<file path="src/rtl/gfx_irq_pkg.sv">
package gfx_irq_pkg;

    localparam int NUM_SRC   = 3;
    localparam int SRC_FRAME = 0;
    localparam int SRC_FLUSH = 1;
    localparam int SRC_OOM   = 2;
    localparam int NUM_LATCH = 2;

    typedef enum logic [2:0] {
        WORD_STATUS = 3'd0,
        WORD_ARM    = 3'd1,
        WORD_DISARM = 3'd2,
        WORD_BASE   = 3'd3,
        WORD_SIZE   = 3'd4
    } word_e;

    typedef enum logic [1:0] {
        POOL_STARVED   = 2'd0,
        POOL_BASE_HELD = 2'd1,
        POOL_FED       = 2'd2
    } pool_state_e;

endpackage

</file>
<file path="src/rtl/gfx_irq_latch.sv">
module gfx_irq_latch
    import gfx_irq_pkg::*;
#(
    parameter int N = NUM_LATCH
) (
    input  logic         clk,
    input  logic         rst_n,
    input  logic [N-1:0] evt,
    input  logic [N-1:0] ack,
    output logic [N-1:0] pend
);

    for (genvar i = 0; i < N; i++) begin : g_bit
        always_ff @(posedge clk or negedge rst_n) begin
            if (!rst_n) begin
                pend[i] <= 1'b0;
            end else if (evt[i]) begin
                pend[i] <= 1'b1;
            end else if (ack[i]) begin
                pend[i] <= 1'b0;
            end
        end
    end

endmodule

</file>
<file path="src/rtl/gfx_irq_mask.sv">
module gfx_irq_mask #(
    parameter int N = 3
) (
    input  logic         clk,
    input  logic         rst_n,
    input  logic         arm_we,
    input  logic         disarm_we,
    input  logic [N-1:0] bits,
    output logic [N-1:0] mask
);

    always_ff @(posedge clk or negedge rst_n) begin
        if (!rst_n) begin
            mask <= '0;
        end else if (arm_we) begin
            mask <= mask | bits;
        end else if (disarm_we) begin
            mask <= mask & ~bits;
        end
    end

endmodule

</file>
<file path="src/rtl/gfx_pool_fsm.sv">
module gfx_pool_fsm
    import gfx_irq_pkg::*;
#(
    parameter int AW = 32,
    parameter int SW = 32
) (
    input  logic          clk,
    input  logic          rst_n,
    input  logic          base_we,
    input  logic          size_we,
    input  logic [AW-1:0] base_in,
    input  logic [SW-1:0] size_in,
    input  logic          exhausted,
    output logic [AW-1:0] base_q,
    output logic [SW-1:0] size_q,
    output logic          starved
);

    pool_state_e state_q, state_d;

    always_comb begin
        state_d = state_q;
        unique case (state_q)
            POOL_STARVED:   if (base_we) state_d = POOL_BASE_HELD;
            POOL_BASE_HELD: if (size_we && (size_in != '0)) state_d = POOL_FED;
            POOL_FED:       if (exhausted) state_d = POOL_STARVED;
            default:        state_d = POOL_STARVED;
        endcase
    end

    always_ff @(posedge clk or negedge rst_n) begin
        if (!rst_n) begin
            state_q <= POOL_STARVED;
        end else begin
            state_q <= state_d;
        end
    end

    always_ff @(posedge clk or negedge rst_n) begin
        if (!rst_n) begin
            base_q <= '0;
            size_q <= '0;
        end else begin
            if (base_we) base_q <= base_in;
            if (size_we) size_q <= size_in;
        end
    end

    always_comb begin
        starved = (state_q != POOL_FED);
    end

endmodule

</file>
<file path="src/rtl/gfx_irq_ctrl.sv">
module gfx_irq_ctrl
    import gfx_irq_pkg::*;
#(
    parameter int DW = 32,
    parameter int AW = 32,
    parameter int SW = 32
) (
    input  logic          clk,
    input  logic          rst_n,
    input  logic [2:0]    reg_addr,
    input  logic          reg_wr_en,
    input  logic [DW-1:0] reg_wdata,
    output logic [DW-1:0] reg_rdata,
    input  logic          evt_frame_done,
    input  logic          evt_flush_done,
    input  logic          evt_pool_exhausted,
    output logic [AW-1:0] pool_base,
    output logic [SW-1:0] pool_size,
    output logic          irq
);

    logic                 we_status, we_arm, we_disarm, we_base, we_size;
    logic [NUM_LATCH-1:0] latch_evt, latch_ack, latch_pend;
    logic [NUM_SRC-1:0]   status_w, mask_w;
    logic                 starved_w;
    logic                 irq_q;

    always_comb begin
        we_status = reg_wr_en && (reg_addr == WORD_STATUS);
        we_arm    = reg_wr_en && (reg_addr == WORD_ARM);
        we_disarm = reg_wr_en && (reg_addr == WORD_DISARM);
        we_base   = reg_wr_en && (reg_addr == WORD_BASE);
        we_size   = reg_wr_en && (reg_addr == WORD_SIZE);
    end

    always_comb begin
        latch_evt[SRC_FRAME] = evt_frame_done;
        latch_evt[SRC_FLUSH] = evt_flush_done;
        latch_ack            = we_status ? reg_wdata[NUM_LATCH-1:0] : '0;
    end

    gfx_irq_latch #(.N(NUM_LATCH)) u_latch (
        .clk  (clk),
        .rst_n(rst_n),
        .evt  (latch_evt),
        .ack  (latch_ack),
        .pend (latch_pend)
    );

    gfx_irq_mask #(.N(NUM_SRC)) u_mask (
        .clk      (clk),
        .rst_n    (rst_n),
        .arm_we   (we_arm),
        .disarm_we(we_disarm),
        .bits     (reg_wdata[NUM_SRC-1:0]),
        .mask     (mask_w)
    );

    gfx_pool_fsm #(.AW(AW), .SW(SW)) u_pool (
        .clk      (clk),
        .rst_n    (rst_n),
        .base_we  (we_base),
        .size_we  (we_size),
        .base_in  (reg_wdata[AW-1:0]),
        .size_in  (reg_wdata[SW-1:0]),
        .exhausted(evt_pool_exhausted),
        .base_q   (pool_base),
        .size_q   (pool_size),
        .starved  (starved_w)
    );

    always_comb begin
        status_w = {starved_w, latch_pend};
    end

    always_ff @(posedge clk or negedge rst_n) begin
        if (!rst_n) begin
            irq_q <= 1'b0;
        end else begin
            irq_q <= |(status_w & mask_w);
        end
    end

    always_comb begin
        irq = irq_q;
        reg_rdata = '0;
        unique case (reg_addr)
            WORD_STATUS: reg_rdata[NUM_SRC-1:0] = status_w;
            WORD_ARM:    reg_rdata[NUM_SRC-1:0] = mask_w;
            WORD_DISARM: reg_rdata[NUM_SRC-1:0] = mask_w;
            WORD_BASE:   reg_rdata[AW-1:0]      = pool_base;
            WORD_SIZE:   reg_rdata[SW-1:0]      = pool_size;
            default:     reg_rdata              = '0;
        endcase
    end

endmodule

</file>
<file path="config.mk">
export PLATFORM = sky130hd
export DESIGN_NAME = gfx_irq_ctrl
export DESIGN_NICKNAME = d
export VERILOG_FILES = /design/src/rtl/gfx_irq_pkg.sv /design/src/rtl/gfx_irq_latch.sv /design/src/rtl/gfx_irq_mask.sv /design/src/rtl/gfx_pool_fsm.sv /design/src/rtl/gfx_irq_ctrl.sv
export SDC_FILE = /design/constraint.sdc
export NUM_CORES = 1
export LEC_CHECK = 0
export BUFFER_PORTS_ARGS = -buffer_cell sky130_fd_sc_hd__clkbuf_2
export CORE_MARGIN = 3
export CORE_UTILIZATION = 35
export CTS_CLUSTER_SIZE = 28
export DETAILED_ROUTE_END_ITERATION = 10
export PLACE_DENSITY_LB_ADDON = 0.08
export SETUP_SLACK_MARGIN = 0.05
export SYNTH_ARGS = -nofsm -noshare
export SYNTH_HDL_FRONTEND = slang
export SYNTH_SLANG_ARGS = --single-unit
</file>
<file path="constraint.sdc">
create_clock -name clk -period 3.7 [get_ports clk]
set_input_delay 1.11 -clock clk [delete_from_list [all_inputs] [get_ports clk]]
set_output_delay 1.11 -clock clk [all_outputs]
set_load 0.02 [all_outputs]
</file>
Word-level counts from Yosys, hierarchy flattened
Index checks and enable logic that the tools add are counted. W data, S select, Z words.

Bitwise logic cells: 4. Reduce and logical (&&, ||, !) cells: 15. Muxes and demuxes: 13. Equality and inequality tests: 10.

Operators with widths (number): $pmux W29 S2 (1); $reduce_bool A32 Y1 (1); $pmux W3 S4 (1); $mux W2 (4); $and A3 B3 Y3 (2); $eq A3 B2 Y1 const B (2); $logic_and A1 B1 Y1 (6); $mux W3 (2); $pmux W2 S3 (1); $reduce_bool A2 Y1 (3); $mux W1 (4); $ne A2 B1 Y1 const B (2); $ne A2 B2 Y1 const B (2); $eq A3 B1 Y1 const B (1); $eq A3 B3 Y1 const B (1); $logic_not A3 Y1 (1); $not A3 Y3 (1); $or A3 B3 Y3 (1); $reduce_and A3 Y1 (1); $reduce_or A3 Y1 (1); $eq A2 B1 Y1 const B (1); $eq A2 B2 Y1 const B (1); $logic_not A2 Y1 (1); $reduce_or A2 Y1 (1).

Output and inout port bits: 97. Input bits: 41. Word-level logic and storage cells: 49. Register bits: 72.

Logic depth before layout (Yosys ltp)
Gate-level depths: netlist of the first run.

Depth in word-level cells: 5. Gate-level depth with buffers: 7. Depth with buffers taken out: 4.

By module
A second synthesis of the first run with hierarchy kept.

Cells, all modules: 237. Area total of the unflattened synthesis: 3278.1 µm².

By module, submodules not included: gfx_pool_fsm (times used 1, cells an instance 155, sequential area each 1651.6 µm², area an instance 2521.2 µm²); gfx_irq_ctrl (times used 1, cells an instance 67, sequential area each 25.0 µm², area an instance 571.8 µm²); gfx_irq_mask (times used 1, cells an instance 9, sequential area each 75.1 µm², area an instance 112.6 µm²); gfx_irq_latch (times used 1, cells an instance 6, sequential area each 50.0 µm², area an instance 72.6 µm²).

Worst setup path before layout of the first run
OpenSTA, ideal clock, no wires.

Kind: input -> output. Start point: input reg_addr[0]. End point: output reg_rdata[2]. Cell stages on the path: 5. Data required time: 2.590 ns. Arrival time: 2.304 ns. Buffers on the path: 2. Setup slack: 0.286 ns. Path through: buf_2 buf_2 mux2i_1 mux2_2 o21ai_0.

Longest elaborated chain between the ends: 3. Elaborated cells between the ends (all ways): 7. Those cells by class: 4 x eq/ne; 1 x mux; 2 x reduce/logical.

Ends and longest elaborated chain: start: declaration (RTL line gfx_irq_ctrl.sv:10) `input logic [2:0] reg_addr,`; $eq A3 B1 Y1 / $eq A3 B2 Y1 (equally long branches) (RTL line gfx_irq_ctrl.sv:87) `unique case (reg_addr)`; $reduce_or A2 Y1 (no source line); $pmux W3 S4 (*) (RTL line gfx_irq_ctrl.sv:87); end: declaration (RTL line gfx_irq_ctrl.sv:13) `output logic [DW-1:0] reg_rdata,`.

Mark *: on every way between the ends. The rest lies on a longest branch, timed or not.

Worst setup path in the final report of the first run
Start point: input reg_addr[0]. End point: output reg_rdata[0].

The elaborated chain is that of the path after synthesis.

==> results of run 1 <==
## cells in the final DEF, fill, tap and decap left out, types with 2 or more instances in the layout
cell | netlist | final
a21o_1 | 2 | 2
a21oi_1 | 3 | 3
a22o_1 | 29 | 29
a31oi_1 | 3 | 3
buf_12 | 0 | 3
buf_4 | 4 | 3
bufinv_16 | 0 | 3
clkbuf_2 | 0 | 136
clkbuf_8 | 0 | 11
dfrtp_1 | 72 | 72
mux2_1 | 28 | 28
mux2_2 | 39 | 39
mux2i_1 | 4 | 4
nand2_1 | 9 | 9
nand3_1 | 2 | 2
nand4_1 | 2 | 2
nor2_1 | 3 | 3
nor4_1 | 8 | 8
o21ai_0 | 9 | 9
## logic make-up after synthesis
kind of cell,count (synthesis),share of synthesized area
DFF,72,0.557
buffers and inverters,18,0.0282
muxes,71,0.246
AOI/OAI and AO/OA,50,0.118
and+or+nand+nor,30,0.0518
## state kept, by name, indices dropped and copies added (netlist names), named ones only
name,count
irq,1
u_pool.size_q,32
u_pool.state_q,2
u_pool.base_q,32
u_latch.pend,2
## per-stage QoR
stage	worst slack (ns)	instances
2_1_floorplan	0.286	241
4_1_cts	0.315	490
3_3_place_gp	0.317	474
5_1_grt	0.196	490
3_5_place_dp	0.337	474
6_report	0.336	490
## final timing paths
path | start | endpoint | slack (ns) | depth (start not counted)
min in group asynchronous | rst_n | irq$_DFF_PN0_ | 0.90 | 1
hold reg to reg | u_pool.state_q[1]$_DFFE_PN0P_ | u_pool.state_q[0]$_DFFE_PN0P_ | 0.47 | 1
setup reg to reg | u_pool.state_q[0]$_DFFE_PN0P_ | irq$_DFF_PN0_ | 2.59 | 3
hold / removal | u_pool.state_q[1]$_DFFE_PN0P_ | u_pool.state_q[0]$_DFFE_PN0P_ | 0.47 | 1
setup / recovery | reg_addr[0] | reg_rdata[0] | 0.34 | 6
max in group asynchronous | rst_n | u_pool.base_q[5]$_DFFE_PN0P_ | 2.20 | 1
## cell type report
type	count	area, um^2	share of cell area
inverters	1	3.75	0.000873
clock buffers	12	155	0.0361
flip-flops and latches	72	1800	0.419
clock inverters	4	98.8	0.0230
repair buffers	142	763	0.177
multi-input cells	151	1340	0.312
well taps	108	135	0.0314
## power by group
part | switching, mW | internal, mW
clock | 0.296 | 0.488
combinational | 0.415 | 0.277
sequential | 0.128 | 0.950
## worst reg2reg max path: stages, from the launching register on
cell and delay [ns]:
dfrtp_1 0.40, nand2b_1 0.22, a222oi_1 0.31, inv_1 0.07
## routing by layer
metal	global-route usage	vias up
met1	0.225	1238
li1	-	1184
met5	0	-
met4	0.0666	0
met2	0.252	84
met3	0.0375	7
==> impl_metrics.csv, run 1 <==
group,metric,value,unit
run_status,status,"finished clean",
clock_network,post_cts_resized,0,
drt,drt_iter0_drc,37,
sta,setup_viol,0,
floorplanning,initial_core_util,0.366,
sta,fin_tns_setup,0,ns
flow_run,drv_cap,0,
clock_network,root_buffer,"clkbuf_8",
grt,grt.overflow.total,0,
critical_path,crit_top_cell,"clkbuf_2",
synthesis,syn_nets,282,
synthesis,async_flop_share,1.00,
floorplanning,die_x,102,um
layout,fin_area,4300,um^2
hold_path,hp-class,"flip-flop to flip-flop",
clock_network,cts.clk_slew.worst_paths,0.07,ns
sta,period_needed,3.36,ns
drt,drt-pass1-iter-count,4,
synthesis,ys.flop_type,"dfrtp_1",
clock_network,postCtsHoldBufs,0,
critical_path,cpPeakStageDelay,0.28,ns
layout,n_antenna_cell,0,
sta,period_share,0.909,
sta,rsz0062_at_grt,"no",
synthesis,netlist_area,3240,um^2
grt,grt_pass1_vias,2486,
critical_path,cp_data_required_time,2.59,ns
floorplanning,die_h,102,um
synthesis,synth.area.top_cells,"dfrtp_1 (56%), mux2_2 (14%), mux2_1 (9.7%)",
sta,maxSlewViolCount,0,
drt,vias,2513,
clock_network,numCtsBuffers,9,
synthesis,synth_top_area_cell,"dfrtp_1",
synthesis,synth_top_area_frac,0.557,
power_and_ir_drop,power.total,2.55,mW
floorplanning,pin_count,138,
synthesis,yosysWarnings,0,
layout,fill_cells,869,
floorplanning,die_area,10400,um^2
drt,route.met3.wl,489,um
sta,worst_pin_slew,0.920,ns
grt,grt_util_all_layers,0.164,
synthesis,synthCells,241,
critical_path,critPathBufInv,3,
synthesis,ys_types,29,
power_and_ir_drop,vdd_drop_max,0.000263,V
synthesis,netlist_top_cells_count,"dfrtp_1 (72), mux2_2 (39), a22o_1 (29)",
place,place_congestion,0.715,
drt,drt-total-wl,8330,um
sta,finClkSkew,0.00600,ns
power_and_ir_drop,power_density,594,nW/um^2
grt,grt_max_degree,73,
floorplanning,coreArea,8850,um^2
drt,avgRoutedWirePerCell,17.0,um
critical_path,crit_chain,"clkbuf_2, nor3b_4, buf_12, nand2_1, o21ai_0, clkbuf_2",
grt,grt_pass1_wl,13100,um
floorplanning,rows,34,
drt,wl_met2,3860,um
clock_network,cts.sinks,72,
synthesis,synthMostInstantiatedCell,"dfrtp_1",
clock_network,cts_tree,"yes",
drt,drc,0,
critical_path,cp-start-kind,"primary input",
critical_path,critPathMaxFanout,34,
critical_path,crit_family,"buffers and inverters",
clock_network,clkLatencyLatePin,0.34,ns
place,io_buffers,137,
clock_network,htreeDepth,3,
grt,antenna_found_initial,0,
critical_path,cpMaxStageDelayCell,"nor3b_4",
sta,fmax,297,MHz
clock_network,post_cts_buffers,0,
power_and_ir_drop,leakage,2.08,nW
critical_path,endpoint_kind,"output pin",
synthesis,yosysSeqAreaShare,0.557,
place,place_hpwl,5930,um
layout,nets,418,
critical_path,cp.arrival,2.25,ns
layout,area_delta_synth_final,32.9,%
synthesis,avgSynthCellArea,13.4,um^2
drt,viasPerCell,5.13,
sta,hold_viol_final,0,
place,place_area,4050,um^2
drt,top_layer_used,"met4",
sta,slew_headroom,0.387,
layout,final_layout_size_suffix_gt1_frac,0.524,
drt,final_antenna_net_count,0,
clock_network,clockBufferDepth,2,
sta,hold_ws,0.468,ns
synthesis,ys_ff_latch,72,
layout,final_util,0.486,
drt,wl_met1,3890,um
synthesis,synth_edf_count,0,
critical_path,crit_type,"primary input to output pin",
Note: power is estimated with default switching activity, not from simulation.
==> run 2, diff against run 1 <==
clock period = 2.8 ns   (was 3.7 ns; I/O delays follow)
==> run 2 against run 1 <==
- combinational power increased by 33%
- register-to-register slack got worse by 0.89 ns
- clock skew decreased by 0.0034 ns
- clock power increased by 15%
- power increased by 27%
==> impl_metrics.csv, run 2 (synthesis results as in run 1) <==
group,metric,value,unit
drt,route.met3.wl,503,um
floorplanning,initial_core_util,0.366,
critical_path,crit_family,"buffers and inverters",
grt,grt_max_degree,38,
power_and_ir_drop,power_density,755,nW/um^2
power_and_ir_drop,leakage,2.09,nW
grt,antenna_found_initial,0,
critical_path,startpoint,"reg_addr[2]",
sta,fin_tns_setup,0,ns
power_and_ir_drop,clkPwrFrac,0.277,
drt,wl_met2,3980,um
layout,area_delta_synth_final,33.0,%
place,place_hpwl,6290,um
layout,top_regs,"u_pool.base_q x32, u_pool.size_q x32",
drt,vias,2535,
sta,fmax,374,MHz
critical_path,crit_top_cell,"clkbuf_2",
drt,viasPerCell,5.11,
run_status,status,"finished clean",
clock_network,cts_tree,"yes",
drt,wl_met1,3860,um
critical_path,cpPeakStageDelay,0.27,ns
critical_path,worstSetupPathDepth,5,
sta,maxSlewViolCount,0,
sta,setup_viol,0,
critical_path,cp-start-kind,"primary input",
drt,final_antenna_net_count,0,
drt,drt_iter0_drc,30,
critical_path,critPathMaxFanout,17,
sta,hold_viol_final,0,
drt,top_layer_used,"met4",
floorplanning,die_area,10400,um^2
critical_path,cpMaxStageDelayCell,"buf_4",
floorplanning,die_x,102,um
clock_network,root_buffer,"clkbuf_8",
sta,period_share,0.956,
floorplanning,coreArea,8850,um^2
power_and_ir_drop,swShare,0.339,
sta,layout_setup_ws,0.123,ns
power_and_ir_drop,combPwrFrac,0.283,
clock_network,cts.sinks,72,
sta,rsz0062_at_grt,"yes",
grt,grt_util_all_layers,0.167,
sta,period_needed,2.68,ns
floorplanning,rows,34,
power_and_ir_drop,p_sw,1.10,mW
grt,grt_pass1_wl,13300,um
sta,worst_pin_slew,0.488,ns
power_and_ir_drop,share_seq_of_total_power,0.440,
floorplanning,pin_count,138,
critical_path,crit_chain,"clkbuf_2, nor3b_4, buf_4, a22o_1, clkbuf_2",
critical_path,reg2reg_from,"u_pool.state_q[0]$_DFFE_PN0P_",
drt,drc,0,
layout,n_antenna_cell,0,
drt,drt-total-wl,8440,um
critical_path,endpoint_kind,"output pin",
power_and_ir_drop,internal-power,2.15,mW
place,pre_cts_ws,0.0533,ns
drt,drt-pass1-iter-count,4,
hold_path,hp-class,"primary input to async pin",
power_and_ir_drop,vdd_drop_max,0.000337,V
critical_path,critPathBufInv,3,
critical_path,crit_type,"primary input to output pin",
critical_path,r2r_cells,3,
layout,nets,425,
drt,avgRoutedWirePerCell,17.0,um
floorplanning,die_h,102,um
flow_run,drv_cap,0,
clock_network,numCtsBuffers,9,
clock_network,cts.clk_slew.worst_paths,0.07,ns
sta,slew_headroom,0.674,
grt,grt_pass1_vias,2494,
place,io_buffers,137,
critical_path,cp_data_required_time,1.96,ns
place,place_congestion,0.767,
layout,final_layout_size_suffix_gt1_frac,0.536,
clock_network,post_cts_buffers,0,
layout,final_cells,496,
place,dp_cells,481,
grt,grt.overflow.total,0,
critical_path,cp.arrival,1.84,ns
clock_network,htreeDepth,3,
clock_network,clockBufferDepth,2,
sta,finClkSkew,0.00258,ns
layout,layout_common_cells,"clkbuf_2 (135), dfrtp_1 (72), mux2_2 (39), a22o_1 (29), mux2_1 (28)",
layout,final_common_cell,"clkbuf_2",
clock_network,clkLatencyLatePin,0.34,ns
==> run 2: through the flow <==
step | cell area, um^2 | power (mW) | util | hold slack, ns
6_report | 4300 | 3.25 | 0.486 | 0.465
5_1_grt | 4300 | 3.43 | 0.486 | 0.487
4_1_cts | 4300 | 3.30 | 0.486 | 0.463
3_5_place_dp | 4080 | 2.38 | 0.461 | 0.457
3_3_place_gp | 4080 | 2.37 | 0.461 | 0.454
2_1_floorplan | 3240 | 1.98 | - | 0.427
==> run 2: repair_timing <==
action | 4_1_cts | 5_1_grt
setup endpoints to repair | 1 | 31
gates resized for setup | 1 | 4
pin swaps | 0 | 0
hold endpoints to repair | 0 | 0
hold buffers | 0 | 0
==> run 2: worst paths after layout <==
path | end | slack, ns
max | reg_rdata[20] | 0.12
min | irq$_DFF_PN0_ | 0.47
max reg2reg | irq$_DFF_PN0_ | 1.70
min reg2reg | u_pool.state_q[0]$_DFFE_PN0P_ | 0.47
max in group asynchronous | u_pool.base_q[17]$_DFFE_PN0P_ | 1.77
min in group clk | u_pool.state_q[0]$_DFFE_PN0P_ | 0.47
==> run 2: power groups by stage <==
stage / Clock [mW] / Combinational (mW) / Sequential [mW]
floorplan: 0 / 0.312 / 1.67
global placement: 0 / 0.923 / 1.45
finish: 0.899 / 0.919 / 1.43
global route: 0.971 / 0.992 / 1.46
detailed placement: 0 / 0.932 / 1.45
CTS: 0.931 / 0.934 / 1.43
==> run 2: area by class of cell <==
class	instances	area, um^2
Clock buffer	10	138
Clock inverter	5	81.3
Fill cell	870	4540
Inverter	1	3.75
Multi-Input combinational cell	151	1350
Sequential cell	72	1800
Tap cell	108	135
Timing Repair Buffer	149	797
==> run 2: layer usage <==
metal,track usage,up-vias
li1,-,1192
met3,0.0478,7
met1,0.224,1253
met4,0.0484,0
met5,0,-
met2,0.264,83
==> run 3, diff against run 2 <==
clock period = 2.9 ns   (was 2.8 ns; I/O delays follow)
==> run 3 against run 2 <==
- design area increased by 0.32%
- sequential power decreased by 3%
- power decreased by 3.6%
- combinational power decreased by 3.5%
- non-clock buffer count unchanged
- final cell count increased by 0.20%
- core utilization increased by 0.16 points
- clock skew increased by 0.0024 ns
- worst hold slack got worse by 0.0089 ns
- largest cell class unchanged
==> impl_metrics.csv, run 3 (synthesis results as in run 1) <==
group,metric,value,unit
clock_network,root_buffer,"clkbuf_8",
drt,vias,2559,
clock_network,numCtsBuffers,9,
layout,fill_cells,879,
floorplanning,die_h,102,um
clock_network,cts_tree,"yes",
hold_path,hp-class,"flip-flop to flip-flop",
clock_network,cts.sinks,72,
grt,grt_util_all_layers,0.166,
sta,period_needed,2.73,ns
critical_path,crit_type,"primary input to output pin",
sta,layout_setup_ws,0.168,ns
sta,slew_headroom,0.663,
grt,grt_pass1_vias,2450,
power_and_ir_drop,share_seq_of_total_power,0.440,
clock_network,htreeDepth,3,
power_and_ir_drop,power_density,725,nW/um^2
place,place_congestion,0.784,
critical_path,critPathMaxFanout,10,
drt,drt-pass1-iter-count,4,
drt,avgRoutedWirePerCell,16.6,um
layout,n_antenna_cell,0,
power_and_ir_drop,leakage,2.09,nW
run_status,status,"finished clean",
flow_run,drv_cap,0,
floorplanning,coreArea,8850,um^2
floorplanning,die_x,102,um
drt,drt-total-wl,8270,um
grt,grt_max_degree,42,
power_and_ir_drop,internal-power,2.06,mW
grt,grt.overflow.total,0,
layout,ff_latch_area,1800,um^2
clock_network,clockBufferDepth,2,
sta,worst_pin_slew,0.505,ns
drt,drt_iter0_drc,72,
layout,final_util,0.488,
sta,fin_tns_setup,0,ns
drt,drc,0,
critical_path,cp_data_required_time,2.03,ns
sta,maxSlewViolCount,0,
grt,antenna_found_initial,0,
critical_path,endpoint_kind,"output pin",
floorplanning,rows,34,
layout,layout_common_cells,"clkbuf_2 (135), dfrtp_1 (72), mux2_2 (39), a22o_1 (29), mux2_1 (28)",
grt,grt_pass1_wl,13100,um
sta,rsz0062_at_grt,"no",
layout,nets,425,
clock_network,clkLatencyLatePin,0.33,ns
critical_path,cp-start-kind,"primary input",
power_and_ir_drop,power.total,3.13,mW
sta,fmax,366,MHz
sta,setup_viol,0,
layout,final_layout_size_suffix_gt1_frac,0.535,
floorplanning,pin_count,138,
power_and_ir_drop,clkPwrFrac,0.276,
power_and_ir_drop,combPwrFrac,0.283,
power_and_ir_drop,p_sw,1.08,mW
clock_network,cts.clk_slew.worst_paths,0.07,ns
power_and_ir_drop,vdd_drop_max,0.000310,V
sta,hold_viol_final,0,
sta,period_share,0.942,
floorplanning,initial_core_util,0.366,
layout,top_regs,"u_pool.base_q x32, u_pool.size_q x32",
sta,finClkSkew,0.00494,ns
power_and_ir_drop,swShare,0.343,
layout,final_common_cell,"clkbuf_2",
layout,multi_input_area,1340,um^2
drt,viasPerCell,5.15,
place,place_hpwl,6200,um
place,pre_cts_ws,0.0916,ns
layout,area_delta_synth_final,33.4,%
clock_network,post_cts_buffers,0,
place,io_buffers,137,
drt,final_antenna_net_count,0,
floorplanning,die_area,10400,um^2
critical_path,cp.arrival,1.86,ns
==> run 3: metrics by stage <==
| step | hold WS, ns | instance area, um^2 | instances |
|---|---|---|---|
| after detailed placement | 0.448 | 4090 | 481 |
| after global placement | 0.452 | 4090 | 481 |
| final | 0.457 | 4320 | 497 |
| after global routing | 0.469 | 4320 | 497 |
| after CTS | 0.461 | 4310 | 497 |
| after floorplan | 0.427 | 3240 | 241 |
==> run 3: critical path: stages <==
cell and delay [ns]:
clkbuf_4 0.20, mux2_2 0.36, a21oi_1 0.18, o21ai_0 0.09, clkbuf_2 0.16
==> run 3: layer usage <==
layer	track usage	wire [um]	vias up
li1	-	-	1196
met2	0.259	3880	100
met5	0	0	-
met3	0.0498	536	8
met4	0.0464	98	0
met1	0.225	3750	1255
==> run 3: power groups by stage <==
stage / Combinational, mW / Clock, mW / Sequential [mW]
final: 0.887 / 0.865 / 1.38
after global routing: 0.958 / 0.943 / 1.41
after CTS: 0.902 / 0.896 / 1.38
after detailed placement: 0.900 / 0 / 1.40
after global placement: 0.893 / 0 / 1.40
after floorplan: 0.301 / 0 / 1.61
==> run 3: cell type report <==
cell class | count | share of cell area
Sequential cell | 72 | 0.417
Tap cell | 108 | 0.0313
Inverter | 1 | 0.000869
Clock buffer | 9 | 0.0287
Clock inverter | 7 | 0.0223
Timing Repair Buffer | 149 | 0.188
Multi-Input combinational cell | 151 | 0.311
==> run 3: path summary, 6_finish.rpt <==
| check | startpoint | end | slack, ns | cells past startpoint |
|---|---|---|---|---|
| max in group asynchronous | rst_n | u_pool.state_q[0]$_DFFE_PN0P_ | 1.88 | 2 |
| worst max register to register | u_pool.state_q[0]$_DFFE_PN0P_ | irq$_DFF_PN0_ | 1.82 | 3 |
| worst min register to register | u_pool.state_q[1]$_DFFE_PN0P_ | u_pool.state_q[0]$_DFFE_PN0P_ | 0.46 | 1 |
| min in group asynchronous | rst_n | u_pool.base_q[3]$_DFFE_PN0P_ | 0.47 | 1 |
| worst min-delay path | u_pool.state_q[1]$_DFFE_PN0P_ | u_pool.state_q[0]$_DFFE_PN0P_ | 0.46 | 1 |
| worst max-delay path | reg_addr[0] | reg_rdata[0] | 0.17 | 5 |
==> run 3: timing repair <==
item,in CTS,in global routing
gates resized for setup,0,4
endpoints found under the setup margin,0,18
hold buffers,0,0
